File: src/rtl/sps_pkg.sv
package sps_pkg;
  localparam int SPS_PRE_W = 3;
  localparam int SPS_MOD_W = 5;
  localparam int SPS_M_W   = 10;
  localparam int SPS_S_W   = 5;
  localparam int SPS_M_MIN = 32;

  typedef enum logic {
    MOD_BASE  = 1'b0,
    MOD_PLUS1 = 1'b1
  } sps_mod_e;
endpackage

File: src/rtl/sps_prediv.sv
module sps_prediv #(
  parameter int PRE_W = sps_pkg::SPS_PRE_W
) (
  input  logic clk,
  input  logic rst_n,
  input  logic run,
  output logic pre_tick
);
  logic [PRE_W-1:0] pre_cnt;

  always_ff @(posedge clk or negedge rst_n) begin
    if (!rst_n)   pre_cnt <= '0;
    else if (run) pre_cnt <= pre_cnt + 1'b1;
  end

  assign pre_tick = run && (pre_cnt == {PRE_W{1'b1}});


  pre_step_chk: assert property (@(posedge clk) disable iff (!rst_n)
    (run && $past(run)) |-> (pre_cnt == PRE_W'($past(pre_cnt) + 1'b1)));
endmodule

File: src/rtl/sps_dualmod.sv
module sps_dualmod
  import sps_pkg::*;
#(
  parameter int MOD_W = SPS_MOD_W
) (
  input  logic     clk,
  input  logic     rst_n,
  input  logic     pre_tick,
  input  sps_mod_e mode,
  output logic     mod_tick
);
  localparam int CW = MOD_W + 1;
  localparam logic [CW-1:0] LIM_BASE  = CW'((1 << MOD_W) - 1);
  localparam logic [CW-1:0] LIM_PLUS1 = CW'(1 << MOD_W);

  logic [CW-1:0] mod_cnt;
  logic [CW-1:0] limit;

  assign limit    = (mode == MOD_PLUS1) ? LIM_PLUS1 : LIM_BASE;
  assign mod_tick = pre_tick && (mod_cnt == limit);

  always_ff @(posedge clk or negedge rst_n) begin
    if (!rst_n)        mod_cnt <= '0;
    else if (pre_tick) mod_cnt <= mod_tick ? '0 : mod_cnt + 1'b1;
  end


  mod_range_chk: assert property (@(posedge clk) disable iff (!rst_n)
    mod_cnt <= LIM_PLUS1);
endmodule

File: src/rtl/sps_swallow_ctrl.sv
module sps_swallow_ctrl
  import sps_pkg::*;
#(
  parameter int M_W   = SPS_M_W,
  parameter int S_W   = SPS_S_W,
  parameter int M_MIN = SPS_M_MIN
) (
  input  logic           clk,
  input  logic           rst_n,
  input  logic [M_W-1:0] m_val,
  input  logic [S_W-1:0] s_val,
  input  logic           mod_tick,
  output logic           run,
  output sps_mod_e       mode,
  output logic           div_pulse
);
  localparam logic [M_W-1:0] M_FLOOR = M_W'(M_MIN);

  logic [M_W-1:0] main_left;
  logic [S_W-1:0] sw_left;
  logic [M_W-1:0] m_eff;
  logic           last_grp;

  assign m_eff    = (m_val < M_FLOOR) ? M_FLOOR : m_val;
  assign last_grp = (main_left == M_W'(1));

  always_ff @(posedge clk or negedge rst_n) begin
    if (!rst_n) begin
      run       <= 1'b0;
      main_left <= '0;
      sw_left   <= '0;
      div_pulse <= 1'b0;
    end else begin
      div_pulse <= 1'b0;
      if (!run) begin
        run       <= 1'b1;
        main_left <= m_eff;
        sw_left   <= s_val;
      end else if (mod_tick) begin
        if (last_grp) begin
          main_left <= m_eff;
          sw_left   <= s_val;
          div_pulse <= 1'b1;
        end else begin
          main_left <= main_left - 1'b1;
          if (sw_left != '0) sw_left <= sw_left - 1'b1;
        end
      end
    end
  end

  assign mode = (run && sw_left != '0) ? MOD_PLUS1 : MOD_BASE;


  mod_fall_chk: assert property (@(posedge clk) disable iff (!rst_n)
    $fell(mode == MOD_PLUS1) |-> $past(mod_tick));

  hold_chk: assert property (@(posedge clk) disable iff (!rst_n)
    ($past(run) && !$past(mod_tick)) |-> ($stable(main_left) && $stable(sw_left)));

  clamp_chk: assert property (@(posedge clk) disable iff (!rst_n)
    div_pulse |-> (main_left >= M_FLOOR));
endmodule

File: src/rtl/sps_feedback_div.sv
module sps_feedback_div
  import sps_pkg::*;
#(
  parameter int PRE_W = SPS_PRE_W,
  parameter int MOD_W = SPS_MOD_W,
  parameter int M_W   = SPS_M_W,
  parameter int S_W   = SPS_S_W,
  parameter int M_MIN = SPS_M_MIN
) (
  input  logic           clk,
  input  logic           rst_n,
  input  logic [M_W-1:0] m_val,
  input  logic [S_W-1:0] s_val,
  output logic           div_pulse,
  output logic           mod_ctl
);
  logic     run;
  logic     pre_tick;
  logic     mod_tick;
  sps_mod_e mode;

  sps_prediv #(.PRE_W(PRE_W)) u_prediv (
    .clk      (clk),
    .rst_n    (rst_n),
    .run      (run),
    .pre_tick (pre_tick)
  );

  sps_dualmod #(.MOD_W(MOD_W)) u_dualmod (
    .clk      (clk),
    .rst_n    (rst_n),
    .pre_tick (pre_tick),
    .mode     (mode),
    .mod_tick (mod_tick)
  );

  sps_swallow_ctrl #(.M_W(M_W), .S_W(S_W), .M_MIN(M_MIN)) u_ctrl (
    .clk       (clk),
    .rst_n     (rst_n),
    .m_val     (m_val),
    .s_val     (s_val),
    .mod_tick  (mod_tick),
    .run       (run),
    .mode      (mode),
    .div_pulse (div_pulse)
  );

  assign mod_ctl = (mode == MOD_PLUS1);


  one_cycle_chk: assert property (@(posedge clk) disable iff (!rst_n)
    div_pulse |=> !div_pulse);

  zero_swallow_chk: assert property (@(posedge clk) disable iff (!rst_n)
    (div_pulse && $past(s_val) == '0) |-> !mod_ctl);
endmodule

File: config.mk
export PLATFORM = sky130hd
export DESIGN_NAME = sps_feedback_div
export DESIGN_NICKNAME = d
export VERILOG_FILES = /design/src/rtl/sps_pkg.sv /design/src/rtl/sps_prediv.sv /design/src/rtl/sps_dualmod.sv /design/src/rtl/sps_swallow_ctrl.sv /design/src/rtl/sps_feedback_div.sv
export SDC_FILE = /design/constraint.sdc
export NUM_CORES = 1
export LEC_CHECK = 0
export BUFFER_PORTS_ARGS = -buffer_cell sky130_fd_sc_hd__buf_2
export CORE_MARGIN = 8
export CORE_UTILIZATION = 40
export DETAILED_ROUTE_END_ITERATION = 10
export GPL_TIMING_DRIVEN = 1
export SLEW_MARGIN = 20
export SYNTH_ARGS = -nofsm -noshare
export SYNTH_HDL_FRONTEND = slang
export SYNTH_SLANG_ARGS = --single-unit
File: constraint.sdc
create_clock -name clk -period 3.71 [get_ports clk]
set_clock_uncertainty 0.2 [all_clocks]
set_input_delay 0.742 -clock clk [delete_from_list [all_inputs] [get_ports clk]]
set_output_delay 0.742 -clock clk [all_outputs]
set_load 0.02 [all_outputs]
==> results.json, run 1 <==
{
  "synth_top_family_by_area": "simple AND/OR/NAND/NOR gates",
  "ctsHoldBuffers": 0,
  "grt_max_degree": 30,
  "syn_to_final_growth_pct": 11.9,
  "core-area_sq_um": 4000,
  "syn_nets": 206,
  "crit_required_ps": 3670,
  "grt_pass1_vias": 1524,
  "synth_fa_ha_area_share_pct": 5.29,
  "worstSetupPathType": "reg2reg",
  "post-cts-setup-buffers": 0,
  "async_flop_share_pct": 100,
  "grt_pass1_wl_microns": 7000,
  "worst_setup_path_start_kind": "register",
  "cts_made_buffers": 3,
  "synthXorXnorAreaFrac_pct": 2.65,
  "fin_crit_sh_pct": 85.4,
  "synth_top_cells_by_area": "dfrtp_1 (39%), ha_1 (5.3%), nand2_1 (4.1%)",
  "start_util_pct": 41.4,
  "cp_max_fo": 12,
  "fill_cells": 387,
  "cts_tree": "yes",
  "cts.reportedPaths.clkPinSlew_ps": 90,
  "worst_pin_slew_ps": 954,
  "seq_area_frac_synth_pct": 39.3,
  "maxSlewViolCount": 0,
  "antenna_cells": 0,
  "yosys.area.top_type": "dfrtp_1",
  "dp.cells": 244,
  "grt.overflow.total": 0,
  "critPathArrivalTime_ps": 3130,
  "antenna_found_initial": 0,
  "drtAntennaViolNets": 0,
  "hold_viol": 0,
  "synth-edff-count": 0,
  "tns_ps": 0,
  "synth-simple-area-share_pct": 24.7,
  "fin_crit_ps": 3170,
  "clock_latency_ps": 270,
  "dr.pass1.iters": 4,
  "rows": 23,
  "die-area_sq_um": 6450,
  "drive_gt1_share_pct": 15.7,
  "syn_inst": 182,
  "vias": 1491,
  "portBuffers": 18,
  "cts.sinks": 26,
  "post_drt_wl_per_cell_microns": 16.2,
  "maxCapViolCount": 0,
  "synth_common_cells": "dfrtp_1 (26), nand2_1 (18), nor2_1 (17), inv_1 (12), nor3_1 (8)",
  "cts_resized": 0,
  "synth.most_common_cell": "dfrtp_1",
  "yosys.area.top_type_share_pct": 39.3,
  "synth.area.mux_share_pct": 2.65,
  "achievable-frequency_ghz": 0.316,
  "grt_use_total_pct": 13.4,
  "rsz0062_at_grt": "no",
  "synth_compound_area_share_pct": 19.9,
  "hpwl_microns": 2930,
  "drt-vias-per-instance": 6.01,
  "drtIter0Drc": 108,
  "num_io_pins": 19,
  "endpoint_kind": "register",
  "die_w_microns": 80.3,
  "slew_headroom_pct": 36.4,
  "yosysUniqueCellTypes": 51,
  "ys_seq_elements": 26,
  "htree_levels": 1,
  "setup_viol": 0,
  "hold_class": "in2async",
  "avgSynthCellArea_sq_um": 9.10,
  "max-clock-path-buffers": 2,
  "powerDensity_nw_per_um2": 430,
  "fin_nets": 223,
  "synth-main-ff-cell": "dfrtp_1",
  "drc": 0,
  "syn_area_sq_um": 1660,
  "die_y_microns": 80.3,
  "ir_drop_mv": 0.228,
  "drt_wl_total_microns": 4010,
  "layoutNonFillerInstCount": 248,
  "cts-root-buf": "clkbuf_8",
  "outcome": "completed",
  "yosysWarningCount": 0,
  "p_leak_uw": 0.000800,
  "place.gp.congestion": 0.782
}
cells by family (layout without fill, tap and decap cells):
logic type / Yosys count / after routing
adders and majority gates: 7 / 7
buffers and inverters: 20 / 36
DFF: 26 / 26
AOI/OAI and AO/OA: 42 / 42
and+or+nand+nor: 77 / 77
other: 1 / 1
xor gates and xnor gates: 5 / 5
muxes: 4 / 4
sequential cells by signal (all words and copies together), names as in the netlist:
signal / cells
u_ctrl.div_pulse: 1
u_ctrl.main_left: 10
u_ctrl.run: 1
u_ctrl.sw_left: 5
u_dualmod.mod_cnt: 6
u_prediv.pre_cnt: 3
report_power, final:
part | internal (uW) | leakage (uW) | switching (uW) | total [uW]
logic | 85.4 | 0.000446 | 84.7 | 170
registers | 331 | 0.000318 | 57.5 | 389
clock network | 144 | 0.0000357 | 92.0 | 236
total | 561 | 0.000800 | 234 | 795
layout make-up:
class	instances	area, sq um	share of cell area, %
clock buffer	3	41.3	2.23
clock inverter	1	30.0	1.62
inverter	12	45.0	2.43
multi-input combinational	136	917	49.5
sequential	26	651	35.1
tap	50	62.6	3.38
timing repair buffer	20	105	5.68
worst max-delay path, cell delays in order (launching register included):
cell and delay [ps]:
dfrtp_1 380, inv_1 130, ha_1 190, or4b_1 600
or4_4 600, nand2_1 360, mux2_2 380, a32o_1 210
per-stage QoR:
step	cell area [sq um]	util (%)	hold slack [ps]	power (uW)	worst slack, ps
2_1_floorplan	1660	-	245	508	977
5_1_grt	1850	46.3	309	854	386
3_3_place_gp	1780	44.5	258	551	697
4_1_cts	1850	46.3	282	803	550
6_report	1850	46.3	261	795	543
3_5_place_dp	1780	44.5	269	565	583
per-layer routing:
layer / share of wire (%) / track usage (%)
met5: 0 / 0
met4: 1.6 / 4.91
met3: 6.2 / 2.57
met2: 47 / 22.6
met1: 45 / 16.6
path summary, 6_finish.rpt:
kind                                      from             endpoint  slack (ps)  depth (start not counted)
max reg2reg                  u_ctrl.sw_left[0]  u_ctrl.main_left[0]         540                          7
min reg2reg                u_prediv.pre_cnt[0]  u_prediv.pre_cnt[0]         280                          1
max                          u_ctrl.sw_left[0]  u_ctrl.main_left[0]         540                          7
min                                      rst_n    u_ctrl.sw_left[2]         260                          1
max in group asynchronous                rst_n  u_ctrl.main_left[2]        2660                          1
min in group clk           u_prediv.pre_cnt[0]  u_prediv.pre_cnt[0]         280                          1
placed cells by master, fill, tap and decap left out, types with 2 or more instances in the layout:
cell	synthesis	final
a32o_1	2	2
nand3b_1	2	2
inv_1	12	12
a21oi_1	6	6
nand3_1	3	3
nand4_1	3	3
a21o_1	2	2
or4b_1	2	2
ha_1	7	7
mux2_2	3	3
buf_2	1	18
xor2_1	3	3
nor4_1	6	6
xnor2_1	2	2
o221ai_1	2	2
a221o_1	3	3
buf_4	1	2
or3_1	3	3
o32ai_1	2	2
a32oi_1	3	3
and2_1	3	3
nor2_1	17	17
nor3_1	8	8
dfrtp_1	26	26
or4_1	4	4
o211ai_1	5	5
clkbuf_8	0	3
nand2_1	18	18
o21ai_0	6	6
(Power assumes the default switching activity.)
==> run 2, diff against run 1 <==
- PLACE_DENSITY: not set -> 0.68
==> run 2 against run 1 <==
Compared with the run above: utilization fell by 0.19 points; global-route usage fell by 1.1 points; sequential power barely moved; critical path type unchanged; cell area fell by 0.41%; fmax rose by 1.6%.
==> results.json, run 2 (synthesized netlist as in run 1, its figures left out) <==
{
  "powerDensity_nw_per_um2": 426,
  "ir_drop_mv": 0.194,
  "drtIter0Drc": 125,
  "reg2reg_depth": 7,
  "num_io_pins": 19,
  "post-cts-setup-buffers": 0,
  "drt_wl_total_microns": 3700,
  "setup_ws_ps": 594,
  "p_leak_uw": 0.000796,
  "outcome": "completed",
  "hold_viol": 0,
  "maxCapViolCount": 0,
  "syn_to_final_growth_pct": 11.4,
  "post-place-ws_ps": 621,
  "critPathArrivalTime_ps": 3090,
  "hold_class": "in2async",
  "critPathSlowestCell": "or4b_1",
  "place.gp.congestion": 0.843,
  "rows": 23,
  "achievable-frequency_ghz": 0.321,
  "worst_setup_path_start_kind": "register",
  "slew_headroom_pct": 37.9,
  "grt_use_total_pct": 12.3,
  "rr_startpoint": "u_ctrl.sw_left[0]",
  "vias": 1413,
  "cts.reportedPaths.clkPinSlew_ps": 90,
  "critical-path-max-stage-delay_ps": 610,
  "dr.pass1.iters": 4,
  "endpoint_kind": "register",
  "layout_common_cells": "dfrtp_1 (26), nand2_1 (18), buf_2 (18)",
  "drt-vias-per-instance": 5.72,
  "die_y_microns": 80.3,
  "regMostFlops": "u_ctrl.main_left",
  "worst_pin_slew_ps": 932,
  "cts_made_buffers": 3,
  "worst_r2r_endpoint": "u_ctrl.main_left[0]",
  "cts.sinks": 26,
  "max-clock-path-buffers": 2,
  "r2r_setup_slack_ps": 590,
  "largest_reg_flops": 10,
  "hpwl_microns": 2700,
  "fin_crit_sh_pct": 84.0,
  "portBuffers": 18,
  "grt_pass1_vias": 1331,
  "cp-endpoint": "u_ctrl.main_left[0]",
  "start_util_pct": 41.4,
  "crit_required_ps": 3680,
  "cts_resized": 0,
  "drive_gt1_share_pct": 15.2,
  "critPathLaunch": "u_ctrl.sw_left[0]",
  "htree_levels": 1,
  "crit_chain": "inv_1 -> ha_1 -> or4b_1 -> or4_4 -> nand2_1 -> mux2_2 -> a32o_1",
  "fin_crit_ps": 3120,
  "rsz0062_at_grt": "no",
  "clock_latency_ps": 270,
  "die_w_microns": 80.3,
  "antenna_cells": 0,
  "fin_nets": 222,
  "cts_tree": "yes",
  "drtAntennaViolNets": 0,
  "drc": 0,
  "cp_max_fo": 12,
  "worstSetupPathType": "reg2reg",
  "die-area_sq_um": 6450,
  "grt_max_degree": 30,
  "layout_commonest_cell": "dfrtp_1",
  "maxSlewViolCount": 0,
  "core-area_sq_um": 4000,
  "ctsHoldBuffers": 0,
  "grt_pass1_wl_microns": 6310,
  "tns_ps": 0,
  "grt.overflow.total": 0,
  "cts-root-buf": "clkbuf_8",
  "largestRegisters": "u_ctrl.main_left (10), u_dualmod.mod_cnt (6), u_ctrl.sw_left (5)",
  "post_drt_wl_per_cell_microns": 15.0,
  "setup_viol": 0,
  "antenna_found_initial": 0
}
## run 2: cell types whose count changed in the layout (fill, tap and decap cells not counted), sizes merged
| cell | before | now |
|---|---|---|
| buf | 20 | 19 |
## run 2: final cells by class
type	count	area [sq um]
well taps	50	62.6
fillers	387	2160
clock inverters	1	30.0
multi-input cells	136	917
inverters	12	45.0
flip-flops and latches	26	651
repair buffers	19	97.6
clock buffers	3	41.3
## run 2: through the flow
stage	power, uW	utilization [%]	cell area, sq um	std cells	hold WS (ps)
finish	785	46.1	1840	247	255
global route	849	46.1	1840	247	291
CTS	795	46.1	1840	247	279
detailed placement	558	44.3	1770	243	266
global placement	556	44.3	1770	243	266
floorplan	508	-	1660	182	245
## run 2: how the worst min path moves through the flow
| stage | from | to | slack [ps] | depth (start not counted) |
|---|---|---|---|---|
| 6_report | rst_n | u_ctrl.run | 250 | 1 |
| 5_1_grt | rst_n | u_ctrl.run | 290 | 1 |
| 4_1_cts | rst_n | u_ctrl.run | 280 | 1 |
| 3_5_place_dp | u_prediv.pre_cnt[0] | u_prediv.pre_cnt[0] | 270 | 1 |
| 3_3_place_gp | u_prediv.pre_cnt[0] | u_prediv.pre_cnt[0] | 270 | 1 |
| 2_1_floorplan | u_prediv.pre_cnt[0] | u_prediv.pre_cnt[0] | 240 | 1 |
## run 2: per-layer routing
metal  up-vias  track usage, %  wire [microns]
li1        708               -               -
met1       661            16.4            1680
met2        37            19.0            1730
met3         7            3.35             239
met4         0            3.82              53
met5         -               0               0
## run 2: critical path: cells and delay by family (launching register included)
family                   cells  cell delay, ps
adder cells (fa/ha/maj)      1             180
AND/OR/NAND/NOR              3            1560
buffers and inverters        1             120
flip-flops                   1             380
AO/OA/AOI/OAI                1             200
multiplexers                 1             380
## run 2: power by group
part           switching, uW  internal [uW]
Combinational           80.6           82.7
Clock                   90.1            144
Sequential              56.0            331
==> run 3, diff against run 2 <==
- clock period: 3.71 -> 3.3 ns (I/O delays scaled with it)
==> run 3 against run 2 <==
Compared with the run above: power rose by 14%; cell area grew 1.6%; utilization increased by 0.75 points; critical path depth is the same; combinational power rose by 15%; sequential power rose by 13%; global-route usage increased by 0.16 points; count of clock-buffer cells in the layout unchanged; largest cell class unchanged; highest routed layer unchanged.
==> results.json, run 3 (synthesized netlist as in run 1, its figures left out) <==
{
  "die-area_sq_um": 6450,
  "switching_share_pct": 29.7,
  "max-clock-path-buffers": 2,
  "num_io_pins": 19,
  "worst_r2r_endpoint": "u_ctrl.main_left[0]",
  "critPathArrivalTime_ps": 2790,
  "die_w_microns": 80.3,
  "seq_power_share_pct": 48.7,
  "powerDensity_nw_per_um2": 479,
  "start_util_pct": 41.4,
  "r2r_setup_slack_ps": 490,
  "grt_pass1_vias": 1407,
  "drive_gt1_share_pct": 16.9,
  "htree_levels": 1,
  "wl_met3_microns": 303,
  "cts-root-buf": "clkbuf_8",
  "antenna_cells": 0,
  "met1_length_microns": 1790,
  "layout_common_cells": "dfrtp_1 (26), nand2_1 (18), buf_2 (18)",
  "grt.overflow.total": 0,
  "rsz0062_at_grt": "no",
  "reg2reg_depth": 7,
  "regMostFlops": "u_ctrl.main_left",
  "timing.hold.ws_ps": 169,
  "top_layer": "met4",
  "hold_class": "in2async",
  "fin_crit_ps": 2810,
  "cts_resized": 0,
  "ctsHoldBuffers": 0,
  "grt_max_degree": 30,
  "worstSetupPathType": "reg2reg",
  "tns_ps": 0,
  "hpwl_microns": 2810,
  "fin_nets": 226,
  "cts_made_buffers": 3,
  "power.switching_uw": 267,
  "post-cts-setup-buffers": 0,
  "place.gp.congestion": 0.790,
  "worst_setup_path_start_kind": "register",
  "drt-vias-per-instance": 5.77,
  "antenna_found_initial": 0,
  "wl_met2_microns": 1730,
  "maxCapViolCount": 0,
  "largest_reg_flops": 10,
  "final_util_pct": 46.9,
  "drtAntennaViolNets": 0,
  "p_leak_uw": 0.000816,
  "setup_viol": 0,
  "syn_to_final_growth_pct": 13.2,
  "portBuffers": 18,
  "pwr-share-comb_pct": 20.9,
  "drc": 0,
  "grt_pass1_wl_microns": 6480,
  "core-area_sq_um": 4000,
  "dp.cells": 247,
  "internal_power_uw": 631,
  "hold_viol": 0,
  "clock_latency_ps": 280,
  "vias": 1449,
  "drtIter0Drc": 81,
  "cts.sinks": 26,
  "cp-endpoint": "u_ctrl.main_left[0]",
  "achievable-frequency_ghz": 0.355,
  "post_drt_wl_per_cell_microns": 15.4,
  "drt_wl_total_microns": 3880,
  "slew_headroom_pct": 37.4,
  "die_y_microns": 80.3,
  "dr.pass1.iters": 4,
  "rows": 23,
  "largestRegisters": "u_ctrl.main_left (10), u_dualmod.mod_cnt (6), u_ctrl.sw_left (5)",
  "ir_drop_mv": 0.192,
  "outcome": "completed",
  "fin_crit_sh_pct": 85.3,
  "cts.reportedPaths.clkPinSlew_ps": 100,
  "worst_pin_slew_ps": 939,
  "cp_max_fo": 7,
  "grt_use_total_pct": 12.5,
  "layoutNonFillerInstCount": 251,
  "crit_required_ps": 3280,
  "maxSlewViolCount": 0,
  "endpoint_kind": "register",
  "critPathLaunch": "u_ctrl.sw_left[0]",
  "layout_commonest_cell": "dfrtp_1",
  "cts_tree": "yes",
  "rr_startpoint": "u_ctrl.sw_left[0]",
  "power_frac_clock_pct": 30.4
}
[run 3: cell count changes in the layout (fill, tap and decap cells not counted), sizes merged]
cell  change
buf       +4
[run 3: final cells by class]
class,instances,area [sq um]
Clock buffer,3,41.3
Fill cell,392,2130
Sequential cell,26,651
Inverter,12,45.0
Multi-Input combinational cell,136,917
Clock inverter,1,30.0
Tap cell,50,62.6
Timing Repair Buffer,23,128
[run 3: per-layer routing]
layer	vias to the layer above	global-route usage, %
met2	51	19.2
met3	4	2.57
met4	0	5.09
met5	-	0
met1	671	16.6
li1	723	-
[run 3: worst min-delay path by stage]
stage                                   start                   to  slack [ps]  depth (start not counted)
after floorplan                         rst_n     u_ctrl.div_pulse         160                          0
after global placement    u_prediv.pre_cnt[0]  u_prediv.pre_cnt[0]         270                          1
after detailed placement  u_prediv.pre_cnt[0]  u_prediv.pre_cnt[0]         280                          1
after CTS                               rst_n  u_prediv.pre_cnt[0]         200                          1
after global routing                    rst_n           u_ctrl.run         220                          1
final                                   rst_n  u_ctrl.main_left[0]         170                          1
[run 3: worst max-delay path, cell delays in order, from the launching register on]
cell     delay (ps)
dfrtp_1         390
inv_1           120
ha_1            180
or4b_1          480
or4_4           570
nand2_1         220
mux2_2          360
a32o_1          190
[run 3: per-stage QoR]
step                setup slack (ps)  instance area [sq um]  power (uW)
finish                           485                   1870         897
global route                     333                   1870         954
CTS                              490                   1870         905
detailed placement               516                   1800         634
global placement                 559                   1800         626
floorplan                        567                   1660         571
[run 3: power groups by stage]
stage | Clock (uW) | Sequential [uW] | Combinational [uW]
detailed placement | 0 | 442 | 191
global placement | 0 | 440 | 186
CTS | 277 | 436 | 192
finish | 273 | 437 | 188
floorplan | 0 | 423 | 148
global route | 286 | 447 | 221
